===== src/rtl/spim_pkg.sv =====
package spim_pkg;

    typedef enum logic [1:0] {
        ST_IDLE = 2'd0,
        ST_RUN  = 2'd1,
        ST_TAIL = 2'd2
    } spim_state_e;

    localparam logic [7:0] OFS_CFG   = 8'h40;
    localparam logic [7:0] OFS_STAT  = 8'h44;
    localparam logic [7:0] OFS_RATE  = 8'h48;
    localparam logic [7:0] OFS_TXC   = 8'h4C;
    localparam logic [7:0] OFS_TXD   = 8'h50;
    localparam logic [7:0] OFS_RXC   = 8'h54;
    localparam logic [7:0] OFS_RXD   = 8'h58;
    localparam logic [7:0] OFS_TXFC  = 8'h5C;
    localparam logic [7:0] OFS_RXFC  = 8'h64;
    localparam logic [7:0] OFS_ISTAT = 8'h68;
    localparam logic [7:0] OFS_IEN   = 8'h6C;

endpackage


===== src/rtl/spim_tick.sv =====
// Half-bit timer: slot_end pulses on the last clock of each half-bit slot.
module spim_tick #(
    parameter int RATE_W = 3,
    localparam int CNT_W = (1 << RATE_W) - 1
) (
    input  logic              clk,
    input  logic              rst_n,
    input  logic              run,
    input  logic [RATE_W-1:0] rate,
    output logic              slot_end
);
    logic [CNT_W-1:0] cnt_q;
    logic [CNT_W-1:0] lim;

    // half-bit = 2^(rate-1) clocks; rate 0 is clamped to one clock
    assign lim = (rate == '0) ? '0
               : (CNT_W'(1) << (rate - RATE_W'(1))) - CNT_W'(1);
    assign slot_end = run && (cnt_q == lim);

    always_ff @(posedge clk or negedge rst_n) begin
        if (!rst_n)                 cnt_q <= '0;
        else if (!run || slot_end)  cnt_q <= '0;
        else                        cnt_q <= cnt_q + CNT_W'(1);
    end
endmodule


===== src/rtl/spim_shift.sv =====
// Transmit and receive shift registers, MSB first.
module spim_shift #(
    parameter int LEN_W = 2,
    localparam int WORD_W = 8 << LEN_W
) (
    input  logic              clk,
    input  logic              rst_n,
    input  logic              load,
    input  logic [WORD_W-1:0] load_data,
    input  logic [LEN_W-1:0]  len_code,
    input  logic              shift_out,
    input  logic              sample,
    input  logic              miso,
    output logic              mosi,
    output logic [WORD_W-1:0] rx_word
);
    logic [WORD_W-1:0] tx_q;
    logic [WORD_W-1:0] rx_q;
    logic [LEN_W+2:0]  align;

    // left-justify the character: unused bits = (max code - code) bytes
    assign align   = {~len_code, 3'b000};
    assign mosi    = tx_q[WORD_W-1];
    assign rx_word = rx_q;

    always_ff @(posedge clk or negedge rst_n) begin
        if (!rst_n) begin
            tx_q <= '0;
            rx_q <= '0;
        end else if (load) begin
            tx_q <= load_data << align;
            rx_q <= '0;
        end else begin
            if (shift_out) tx_q <= {tx_q[WORD_W-2:0], 1'b0};
            if (sample)    rx_q <= {rx_q[WORD_W-2:0], miso};
        end
    end
endmodule


===== src/rtl/spim_ctrl.sv =====
module spim_ctrl
    import spim_pkg::*;
#(
    parameter int ADDR_W = 8,
    parameter int CS_NUM = 4,
    parameter int RATE_W = 3
) (
    input  logic              clk,
    input  logic              rst_n,
    input  logic              bus_wr,
    input  logic              bus_rd,
    input  logic [ADDR_W-1:0] bus_addr,
    input  logic [31:0]       bus_wdata,
    output logic [31:0]       bus_rdata,
    output logic              irq,
    output logic              sclk,
    output logic              mosi,
    input  logic              miso,
    output logic [CS_NUM-1:0] cs_n
);
    localparam int CH_W  = $clog2(CS_NUM);
    localparam int LEN_W = 2;
    localparam int SL_W  = $clog2(2 * (8 << LEN_W));

    spim_state_e state, state_nx;

    logic              cfg_en, cfg_cpol, cfg_cpha, cfg_mst;
    logic [LEN_W-1:0]  cfg_len, cur_len;
    logic [RATE_W-1:0] rate;
    logic [CH_W-1:0]   tx_ch, rx_ch, cur_ch;
    logic              tx_eof, rx_eof, cur_eof;
    logic [31:0]       rx_data_q, rx_word;
    logic [1:0]        tx_thr, rx_thr;
    logic              err_tx, err_rx, rx_full;
    logic [7:0]        ien, istat;
    logic [SL_W-1:0]   sl;
    logic              act;
    logic [CS_NUM-1:0] cs_q;

    logic wr_txd, start, drop, slot_end, edge_run, lead;
    logic shift_en, sample_en, last_slot, done, rd_clr, tx_rdy;

    assign wr_txd    = bus_wr && (bus_addr == ADDR_W'(OFS_TXD));
    assign start     = wr_txd && cfg_en && (state == ST_IDLE);
    assign drop      = wr_txd && cfg_en && (state != ST_IDLE);
    assign edge_run  = (state == ST_RUN) && slot_end;
    assign lead      = ~sl[0];
    assign shift_en  = edge_run && (cfg_cpha ? (lead && (sl != '0)) : !lead);
    assign sample_en = edge_run && (cfg_cpha ? !lead : lead);
    assign last_slot = (sl == SL_W'({cur_len, 4'hF}));
    assign done      = (state == ST_TAIL) && slot_end && cfg_en;
    assign rd_clr    = bus_rd && (bus_addr == ADDR_W'(OFS_RXD));
    assign tx_rdy    = (state == ST_IDLE);

    spim_tick #(.RATE_W(RATE_W)) u_tick (
        .clk(clk), .rst_n(rst_n), .run(state != ST_IDLE),
        .rate(rate), .slot_end(slot_end)
    );

    spim_shift #(.LEN_W(LEN_W)) u_shift (
        .clk(clk), .rst_n(rst_n), .load(start), .load_data(bus_wdata),
        .len_code(cfg_len), .shift_out(shift_en), .sample(sample_en),
        .miso(miso), .mosi(mosi), .rx_word(rx_word)
    );

    // state register
    always_ff @(posedge clk or negedge rst_n) begin
        if (!rst_n) state <= ST_IDLE;
        else        state <= state_nx;
    end

    // transitions: start, last edge, tail end, abort
    always_comb begin
        state_nx = state;
        unique case (state)
            ST_IDLE: if (start) state_nx = ST_RUN;
            ST_RUN: begin
                if (!cfg_en)                     state_nx = ST_IDLE;
                else if (slot_end && last_slot)  state_nx = ST_TAIL;
            end
            ST_TAIL: if (!cfg_en || slot_end)  state_nx = ST_IDLE;
            default: state_nx = ST_IDLE;
        endcase
    end

    // software-written settings
    always_ff @(posedge clk or negedge rst_n) begin
        if (!rst_n) begin
            {cfg_en, cfg_cpol, cfg_cpha, cfg_mst} <= '0;
            cfg_len <= '0;
            rate    <= RATE_W'(1);
            tx_ch   <= '0;
            tx_eof  <= 1'b0;
            tx_thr  <= '0;
            rx_thr  <= '0;
            ien     <= '0;
        end else if (bus_wr) begin
            case (bus_addr)
                ADDR_W'(OFS_CFG): begin
                    cfg_en   <= bus_wdata[31];
                    cfg_cpol <= bus_wdata[14];
                    cfg_cpha <= bus_wdata[13];
                    cfg_mst  <= bus_wdata[11];
                    cfg_len  <= bus_wdata[LEN_W-1:0];
                end
                ADDR_W'(OFS_RATE): rate <= bus_wdata[RATE_W-1:0];
                ADDR_W'(OFS_TXC): begin
                    tx_ch  <= bus_wdata[CH_W-1:0];
                    tx_eof <= bus_wdata[CH_W];
                end
                ADDR_W'(OFS_TXFC): tx_thr <= bus_wdata[5:4];
                ADDR_W'(OFS_RXFC): rx_thr <= bus_wdata[5:4];
                ADDR_W'(OFS_IEN):  ien    <= bus_wdata[7:0];
                default: ;
            endcase
        end
    end

    // sequencer outputs and delivered word
    always_ff @(posedge clk or negedge rst_n) begin
        if (!rst_n) begin
            sl <= '0; act <= 1'b0; cs_q <= '0;
            cur_ch <= '0; cur_eof <= 1'b0; cur_len <= '0;
            rx_ch <= '0; rx_eof <= 1'b0; rx_data_q <= '0;
            rx_full <= 1'b0; err_tx <= 1'b0; err_rx <= 1'b0;
        end else begin
            if (bus_wr && (bus_addr == ADDR_W'(OFS_ISTAT))) begin
                if (bus_wdata[7]) err_tx <= 1'b0;
                if (bus_wdata[6]) err_rx <= 1'b0;
            end
            if (drop) err_tx <= 1'b0 | 1'b1;
            if (rd_clr) rx_full <= 1'b0;
            if (start) begin
                sl      <= '0;
                act     <= 1'b0;
                cur_ch  <= tx_ch;
                cur_eof <= tx_eof;
                cur_len <= cfg_len;
                cs_q    <= CS_NUM'(1) << tx_ch;
            end
            if (edge_run) begin
                sl  <= sl + SL_W'(1);
                act <= ~act;
            end
            if (done) begin
                rx_data_q <= rx_word;
                rx_ch     <= cur_ch;
                rx_eof    <= cur_eof;
                rx_full   <= 1'b1;
                if (rx_full && !rd_clr) err_rx <= 1'b1;
                if (cur_eof) cs_q <= '0;
            end
            if (!cfg_en) cs_q <= '0;
        end
    end

    assign sclk  = cfg_cpol ^ ((state == ST_RUN) && act);
    assign cs_n  = cfg_en ? ~cs_q : '1;
    assign istat = {err_tx, err_rx, 2'b00, tx_rdy, rx_full, tx_rdy, rx_full};
    assign irq   = |(istat & ien);

    always_comb begin
        bus_rdata = '0;
        case (bus_addr)
            ADDR_W'(OFS_CFG):   bus_rdata = {cfg_en, 16'd0, cfg_cpol, cfg_cpha, 1'b0,
                                             cfg_mst, 9'd0, cfg_len};
            ADDR_W'(OFS_STAT):  bus_rdata = {30'd0, !tx_rdy, 1'b0};
            ADDR_W'(OFS_RATE):  bus_rdata = 32'(rate);
            ADDR_W'(OFS_TXC):   bus_rdata = 32'({tx_eof, tx_ch});
            ADDR_W'(OFS_RXC):   bus_rdata = 32'({rx_eof, rx_ch});
            ADDR_W'(OFS_RXD):   bus_rdata = rx_data_q;
            ADDR_W'(OFS_TXFC):  bus_rdata = {26'd0, tx_thr, 3'd0, !tx_rdy};
            ADDR_W'(OFS_RXFC):  bus_rdata = {26'd0, rx_thr, 3'd0, rx_full};
            ADDR_W'(OFS_ISTAT): bus_rdata = {24'd0, istat};
            ADDR_W'(OFS_IEN):   bus_rdata = {24'd0, ien};
            default:            bus_rdata = '0;
        endcase
    end
endmodule


===== config.mk =====
export PLATFORM = sky130hd
export DESIGN_NAME = spim_ctrl
export DESIGN_NICKNAME = d
export VERILOG_FILES = /design/src/rtl/spim_pkg.sv /design/src/rtl/spim_tick.sv /design/src/rtl/spim_shift.sv /design/src/rtl/spim_ctrl.sv
export SDC_FILE = /design/constraint.sdc
export NUM_CORES = 1
export LEC_CHECK = 0
export ABC_AREA = 1
export BUFFER_PORTS_ARGS = -buffer_cell sky130_fd_sc_hd__buf_4
export CORE_ASPECT_RATIO = 1.1
export CORE_MARGIN = 1
export CORE_UTILIZATION = 33
export DETAILED_ROUTE_END_ITERATION = 7
export PLACE_DENSITY_LB_ADDON = 0.25
export SLEW_MARGIN = 20
export SYNTH_ARGS = -nofsm -noshare
export SYNTH_HDL_FRONTEND = slang
export SYNTH_HIERARCHICAL = 1
export SYNTH_SLANG_ARGS = --single-unit

===== constraint.sdc =====
create_clock -name clk -period 6.1 [get_ports clk]
set_clock_uncertainty 0.15 [all_clocks]
set_input_delay 0.61 -clock clk [delete_from_list [all_inputs] [get_ports clk]]
set_output_delay 0.61 -clock clk [all_outputs]
set_load 0.01 [all_outputs]

After elaboration in Yosys (flattened, before gate mapping)
Cells that the tools add are included.

$add $sub $neg: 4. Equal/unequal tests: 18. Shifts and indexed selects: 3. Mux-type cells: 32. Bitwise gates (word level): 6. Reduce and logical (&&, ||, !) cells: 41.

Operators with widths (number): 32-bit case mux with 10 select lines (1); 32-bit two-way mux (4); 8-bit by 7-bit equality test with 1-bit output, second input constant (11); 32-bit by 5-bit left shift with 32-bit output (1); 4-bit two-way mux (5); 1-bit logical AND (16); 7-bit two-way mux (2); 2-bit AND reduction (7); 2-bit nonzero test (7); 1-bit two-way mux (13); 6-bit two-way mux (2); 8-bit AND (1); 2-bit two-way mux (4); 8-bit OR reduction (1); 7-bit by 1-bit adder with 7-bit output, second input constant (1); 7-bit equality test (1); 1-bit by 3-bit left shift with 7-bit output, first input constant (1); 7-bit by 1-bit subtractor with 7-bit output, second input constant (1); 6-bit by 1-bit adder with 6-bit output, second input constant (1); 6-bit equality test (1); 2-bit case mux with 3 select lines (1); 6-bit nonzero test (1); 1-bit zero test (4); 4-bit inverter (1); 14 further kinds (16).

Bits in registers: 151. Input port bits: 45. Output and inout bits: 39.

Longest topological paths before layout
Gate-level depths: netlist of the first run.

Word-level depth: 10. Gate-level depth with buffers: 23. Depth with buffers taken out: 23.

By module
Netlist of the first run, hierarchy kept.

By module, submodules not included: spim_ctrl (times used 1, cells an instance 528, area each 4097.7 um^2); spim_shift (times used 1, cells an instance 467, area each 3335.7 um^2); spim_tick (times used 1, cells an instance 88, area each 580.6 um^2).

Least setup slack after synthesis of the first run
Ideal clock, no wire load.

Kind: flip-flop to flip-flop. Start: register rate[0]. End: register u_shift.tx_q[0]. Library setup time: 0.126 ns. Data arrival time: 2.822 ns. Data required time: 5.824 ns. Path slack: 3.002 ns. Cell stages (with the launch flop): 21. Path buffers: 2. Cells stage by stage: dfstp_2 -> nand3_1 -> ha_1 -> inv_1 -> nand3_1 -> nand2_1 -> nand3_1 -> nand2_1 -> nand2_1 -> nor2_2 -> nand3_2 -> nor2_1 -> inv_1 -> nor2_2 -> nand2_1 -> a41oi_1 -> inv_1 -> nand2_2 -> buf_6 -> buf_4 -> o22ai_1.

Longest elaborated chain between the ends: 9.

RTL lines: start, declared (RTL line spim_ctrl.sv:29) `logic [RATE_W-1:0] rate;`; start signal, assigned (RTL line spim_ctrl.sv:106) `ADDR_W'(OFS_RATE): rate <= bus_wdata[RATE_W-1:0];`; 3-bit by 1-bit subtractor with 3-bit output (RTL line spim_tick.sv:17) `: (CNT_W'(1) << (rate - RATE_W'(1))) - CNT_W'(1);`; 1-bit by 3-bit left shift with 7-bit output (RTL line spim_tick.sv:17); 7-bit by 1-bit subtractor with 7-bit output (RTL line spim_tick.sv:17); 7-bit two-way mux * (RTL line spim_tick.sv:16) `assign lim = (rate == '0) ? '0`; 7-bit equality test * (RTL line spim_tick.sv:18) `assign slot_end = run && (cnt_q == lim);`; 1-bit logical AND * (RTL line spim_tick.sv:18); via slot_end (RTL line spim_ctrl.sv:40) `logic wr_txd, start, drop, slot_end, edge_run, lead;`; 1-bit logical AND * (RTL line spim_ctrl.sv:46) `assign edge_run = (state == ST_RUN) && slot_end;`; 1-bit logical AND * (RTL line spim_ctrl.sv:48) `assign shift_en = edge_run && (cfg_cpha ? (lead && (sl != '0)) : !lead);`; via shift_en (RTL line spim_ctrl.sv:41) `logic shift_en, sample_en, last_slot, done, rd_clr, tx_rdy;`; 2-bit nonzero test (no line) *; end signal, assigned (RTL line spim_shift.sv:31) `tx_q <= load_data << align;`; end signal, assigned (RTL line spim_shift.sv:34) `if (shift_out) tx_q <= {tx_q[WORD_W-2:0], 1'b0};`; end, declared (RTL line spim_shift.sv:17) `logic [WORD_W-1:0] tx_q;`.

Mark *: on every way through the listed nets, which the timed path passes. The rest lies on a longest branch. A chain may end at the register's enable or synchronous reset.

Worst setup path in the final report of the first run
Start: register rate[0]. End: register u_shift.tx_q[31].

Same word-level chain as after synthesis.

==> run_results.csv, run 1 <==
group,metric,value,unit
placed_design,post-place-ws,1.87,ns
sta,period_needed,4.26,ns
die,die_area,24900,um^2
synthesis,ys_warn_count,6,
clock_network,path_clk_slew,0.07,ns
cells_and_area,nNetsFinal,1199,
clock_network,cts.sinks,151,
sta,fmax,0.235,GHz
drt,via_per_inst,4.74,
grt,grt_start_max_net_pins,88,
pwr,ir_drop,0.000169,V
run_status,run_status,"completed",
synthesis,synth.area.top_cells,"dfrtp_1 47%, nand2_1 17%, inv_1 6.2%, nand3_1 5.8%, o21ai_0 4.8%",
cells_and_area,fin_cells,1468,
drt,wirelength,21.0,mm
sta,period_share,69.9,%
grt,overflow,0,
worst_setup_path,arrival,4.43,ns
synthesis,synth_flop_cell,"dfrtp_1",
synthesis,async_reset_ff_share,100,%
grt,grt_usage,17.8,%
synthesis,yosysUniqueCellTypes,37,
sta,final_hold_viol_count,0,
die,ios,84,
pwr,fin_total_pwr,2.33,mW
pwr,leakage,4.80,nW
sta,final.setup.tns,0,ns
worst_setup_path,r2r_start,"rate[0]$_DFFE_PN1P_",
die,dieHeight,165,um
grt,antenna_found_initial,0,
sta,slew_violations,0,
drt,drtPass1Iterations,4,
cells_and_area,syn_to_final_growth,17.5,%
synthesis,synthTopCellsByCount,"357 x nand2_1, 150 x dfrtp_1, 133 x inv_1, 93 x nand3_1, 82 x nor2_1",
clock_network,h-tree-depth,4,
drt,wl_per_cell,14.3,um
worst_setup_path,crit_fanout,29,
sta,worst_slack,1.84,ns
synthesis,synth_top_area_share,46.8,%
placed_design,io_buffers,83,
worst_hold_path,hold_path_class,"in2async",
pwr,p_per_area,247,nW/um^2
cells_and_area,n_antenna_cell,0,
job,cap_violations,0,
clock_network,cts_tree,"yes",
drt,vias,6955,
die,start_util,33.7,%
worst_setup_path,cp-start-kind,"flip-flop",
clock_network,cts-root-buf,"clkbuf_16",
worst_setup_path,cp-startpoint,"rate[0]$_DFFE_PN1P_",
sta,slew_headroom,42.3,%
synthesis,yosys.cell_count.top_type,"nand2_1",
synthesis,syn_nets,1132,
sta,tightest_slew,0.866,ns
grt,grt_pass1_vias,6517,
clock_network,post-cts-setup-buffers,0,
placed_design,post-place-cells,1436,
synthesis,yosys.area.top_type,"dfrtp_1",
drt,drcViolationCount,0,
worst_setup_path,crit_type,"reg2reg",
placed_design,gp_congestion,0.877,
clock_network,insertion_delay,0.43,ns
synthesis,synth-edff-count,0,
synthesis,syn-mean-instance-area,7.40,um^2
clock_network,cts_resized,0,
die,core,23800,um^2
synthesis,syn_area,8010,um^2
die,fp.dieW,151,um
drt,ant_nets,0,
synthesis,synthCells,1083,
drt,drt_iter0_drc,509,
worst_setup_path,end_kind,"flip-flop",
placed_design,hpwl,14.7,mm
synthesis,synth-seq-cells,151,
synthesis,seq_area_frac_synth,47.2,%
sta,rsz0062_at_grt,"no",
clock_network,clockBufferDepth,2,
clock_network,cts_made_buffers,17,
worst_setup_path,crit_required,6.27,ns
clock_network,ctsHoldBuffers,0,
cells_and_area,final_layout_size_suffix_gt1_share,15.1,%
sta,setup_viol,0,
die,rows,59,
grt,grt_pass1_wl,34.3,mm
[where the power goes]
| part | internal (mW) | switching (mW) |
|---|---|---|
| registers | 1.04 | 0.0303 |
| clock network | 0.554 | 0.495 |
| logic | 0.0765 | 0.133 |
| total | 1.67 | 0.659 |
[final timing paths]
path,end,slack [ns],depth (start not counted)
max,u_shift/tx_q[31]$_DFFE_PN0P_,1.84,22
max in group asynchronous,u_shift/rx_word[3]$_DFFE_PN0P_,4.33,2
max reg2reg,u_shift/tx_q[31]$_DFFE_PN0P_,1.84,22
min reg2reg,rx_data_q[7]$_DFFE_PN0P_,0.32,2
min in group clk,u_shift/rx_word[0]$_DFFE_PN0P_,0.27,3
min,sl[2]$_DFFE_PN0P_,0.11,1
[placed cells by master (no fill, tap or decap), drive strengths merged, types with 8 or more instances in the layout]
cell type,n
nand2,368
a21oi,32
inv,156
o21ai,109
clkbuf,17
o22ai,8
nand4,9
nand3,96
dfrtp,150
buf,88
nor2,98
[worst max-delay path, stage by stage, from the launching register on]
cell and delay, ns:
dfstp_2 0.61, nand3_1 0.13, ha_1 0.24, inv_1 0.11
nand3_1 0.09, nand2_1 0.09, nand3_1 0.06, nand2_1 0.06
nand2_1 0.05, nor2_2 0.12, nand3_2 0.10, nor2_1 0.20
inv_1 0.13, nor2_2 0.28, nand2_1 0.10, a41oi_1 0.31
inv_1 0.24, nand2_2 0.50, inv_2 0.29, nand2_1 0.11
o21ai_0 0.08, inv_1 0.06, nand2_1 0.05
[sequential cells by signal, indices dropped and copies added (netlist names), 2 cells and up]
| name | cells |
|---|---|
| rx_data_q | 32 |
| u_shift/rx_word | 32 |
| u_shift/tx_q | 32 |
| ien | 8 |
| u_tick/cnt_q | 7 |
| sl | 6 |
| cs_q | 4 |
| rate | 3 |
| cfg_len | 2 |
| cur_ch | 2 |
| cur_len | 2 |
| rx_ch | 2 |
| rx_thr | 2 |
| state | 2 |
| tx_ch | 2 |
| tx_thr | 2 |
[routing by layer]
metal / GRT usage (%) / share of wire [%] / wire length (um)
met4: 3.95 / 0.86 / 181
met5: 0 / 0 / 0
met3: 2.39 / 4.0 / 831
met1: 26.1 / 49 / 10300
met2: 27.7 / 46 / 9720
[per-stage QoR]
step           cell area (um^2)  hold WS, ns  util (%)
2_1_floorplan              8010        0.164         -
3_3_place_gp               8820        0.307      37.1
3_5_place_dp               8820        0.310      37.1
4_1_cts                    9420        0.151      39.6
5_1_grt                    9420        0.178      39.6
6_report                   9420        0.111      39.6
[final cells by class]
| cell class | count | area, um^2 |
|---|---|---|
| fillers | 2507 | 14400 |
| flip-flops and latches | 151 | 3780 |
| multi-input cells | 744 | 3430 |
| repair buffers | 88 | 664 |
| inverters | 148 | 563 |
| clock buffers | 17 | 425 |
| well taps | 305 | 382 |
| clock inverters | 15 | 171 |
[cells by family (layout without fill, tap and decap cells)]
group / Yosys count / in the layout / synth area share (%)
XOR/XNOR: 10 / 10 / 1.09
flip-flops: 151 / 151 / 47.2
AO/OA/AOI/OAI: 153 / 153 / 10.2
adder cells (fa/ha/maj): 4 / 4 / 0.625
buffers and inverters: 188 / 268 / 10.1
AND/OR/NAND/NOR: 577 / 577 / 30.9
Note: power is estimated with default switching activity, not from simulation.
==> run 2, diff against run 1 <==
clock period = 3.98 ns   (was 6.1 ns; I/O delays follow)
==> run_results.csv, run 2 (synthesis results as in run 1) <==
group,metric,value,unit
worst_setup_path,r2r_cells,22,
grt,grt_usage,17.8,%
drt,vias,7096,
run_status,run_status,"completed",
clock_network,insertion_delay,0.43,ns
placed_design,post-place-cells,1441,
drt,wl_per_cell,14.4,um
clock_network,cts_tree,"yes",
pwr,p_per_area,379,nW/um^2
worst_setup_path,end_kind,"flip-flop",
drt,drtPass1Iterations,5,
cells_and_area,layout_common_cells,"357 x nand2_1, 150 x dfrtp_1, 132 x inv_1",
placed_design,io_buffers,83,
worst_hold_path,hold_depth,3,
cells_and_area,n_antenna_cell,0,
cells_and_area,mostFrequentLayoutCell,"nand2_1",
sta,tightest_slew,0.901,ns
drt,met2_length,9.70,mm
pwr,ir_drop,0.000202,V
drt,top_layer_used,"met4",
cells_and_area,final_layout_size_suffix_gt1_share,15.7,%
cells_and_area,nNetsFinal,1205,
sta,final_hold_viol_count,0,
worst_setup_path,r2r_start,"rate[0]$_DFFE_PN1P_",
die,core,23800,um^2
drt,ant_nets,0,
grt,grt_start_max_net_pins,96,
sta,slew_violations,0,
drt,wl_met1,10.2,mm
clock_network,clockBufferDepth,2,
worst_hold_path,hold_path_class,"in2reg",
sta,rsz0062_at_grt,"no",
worst_setup_path,crit_required,4.16,ns
clock_network,post-cts-setup-buffers,0,
sta,setup_viol,0,
worst_hold_path,hold_path_startpoint,"bus_wdata[5]",
clock_network,cts-root-buf,"clkbuf_16",
drt,via_per_inst,4.81,
clock_network,path_clk_slew,0.07,ns
pwr,leakage,4.85,nW
drt,drcViolationCount,0,
sta,final.setup.tns,0,ns
job,cap_violations,0,
sta,period_share,89.2,%
worst_setup_path,timing.rr.end,"u_shift/tx_q[31]$_DFFE_PN0P_",
cells_and_area,syn_to_final_growth,18.8,%
die,fp.dieW,151,um
worst_setup_path,crit_fanout,18,
clock_network,cts_made_buffers,17,
die,ios,84,
sta,period_needed,3.55,ns
worst_setup_path,crit_type,"reg2reg",
worst_setup_path,cp-start-kind,"flip-flop",
die,die_area,24900,um^2
die,rows,59,
clock_network,cts.sinks,151,
clock_network,h-tree-depth,4,
grt,antenna_found_initial,0,
die,dieHeight,165,um
drt,wirelength,21.3,mm
worst_setup_path,reg2reg_slack,0.43,ns
sta,slew_headroom,40.0,%
drt,met3_length,1.13,mm
grt,grt_pass1_vias,6469,
grt,grt_pass1_wl,34.2,mm
grt,overflow,0,
cells_and_area,fin_cells,1474,
sta,hold_slack,0.0860,ns
worst_hold_path,min_to,"tx_thr[1]$_DFFE_PN0P_",
placed_design,hpwl,15.1,mm
drt,drt_iter0_drc,479,
sta,fmax,0.282,GHz
worst_setup_path,arrival,3.73,ns
placed_design,gp_congestion,0.886,
die,start_util,33.7,%
[run 2: changes by cell type in the layout (fill, tap and decap cells not counted), moves of 2 or more]
cell,change
clkinv_4,+2
buf_4,+2
buf_12,+3
clkinv_8,-2
inv_6,-3
[run 2: worst max-delay path by stage]
| stage | startpoint | end | slack, ns | cells past startpoint |
|---|---|---|---|---|
| after global routing | rate[0]$_DFFE_PN1P_ | u_shift/tx_q[31]$_DFFE_PN0P_ | 0.04 | 22 |
| after floorplan | rate[0]$_DFFE_PN1P_ | u_shift/tx_q[0]$_DFFE_PN0P_ | 0.88 | 20 |
| final | rate[0]$_DFFE_PN1P_ | u_shift/tx_q[31]$_DFFE_PN0P_ | 0.43 | 22 |
| after detailed placement | rate[0]$_DFFE_PN1P_ | u_shift/tx_q[31]$_DFFE_PN0P_ | 0.34 | 20 |
| after global placement | rate[0]$_DFFE_PN1P_ | u_shift/tx_q[31]$_DFFE_PN0P_ | 0.43 | 22 |
| after CTS | rate[0]$_DFFE_PN1P_ | u_shift/tx_q[31]$_DFFE_PN0P_ | 0.31 | 20 |
[run 2: metal layers]
| layer | global-route usage [%] | up-vias |
|---|---|---|
| met4 | 5.18 | 0 |
| met2 | 27.3 | 176 |
| met3 | 3.65 | 23 |
| met5 | 0 | - |
| li1 | - | 3543 |
| met1 | 25.2 | 3354 |
[run 2: area by class of cell]
class,instances,area [um^2]
inverter,148,563
timing repair buffer,94,749
tap,305,382
clock inverter,15,179
sequential,151,3780
fill,2472,14300
multi-input combinational,744,3440
clock buffer,17,425
[run 2: timing repair]
item	in CTS	in global routing
endpoints found under the setup margin	0	23
hold buffers	1	0
hold endpoints to repair	93	0
gates resized for setup	0	2
[run 2: report_power, final]
part	internal, mW	switching [mW]	total, mW
Clock	0.900	0.739	1.64
Sequential	1.59	0.0470	1.64
Combinational	0.120	0.205	0.325
Total	2.61	0.991	3.61
[run 2: metrics by stage]
stage               area, um^2  total power, mW  util (%)  worst slack (ns)
floorplan                 8010             1.84         -             0.882
finish                    9520             3.61      40.0             0.430
detailed placement        8900             1.99      37.4             0.340
global route              9520             3.76      40.0            0.0435
CTS                       9510             3.65      40.0             0.307
global placement          8900             1.99      37.4             0.431
[run 2: critical path, stage by stage (launching register included)]
cell and delay (ns):
dfstp_2 0.62, nand3_1 0.12, ha_1 0.23, inv_1 0.11, nor2_1 0.05, nand2_1 0.10
nand3_1 0.09, nand2_1 0.07, nand2_1 0.06, nor2_2 0.09, nand3_2 0.11, nor2_1 0.22
inv_1 0.14, nor2_2 0.14, nand2_1 0.07, a41oi_2 0.25, inv_2 0.14, nand2_2 0.21
inv_2 0.20, nand2_1 0.10, o21ai_0 0.07, inv_1 0.06, nand2_1 0.04
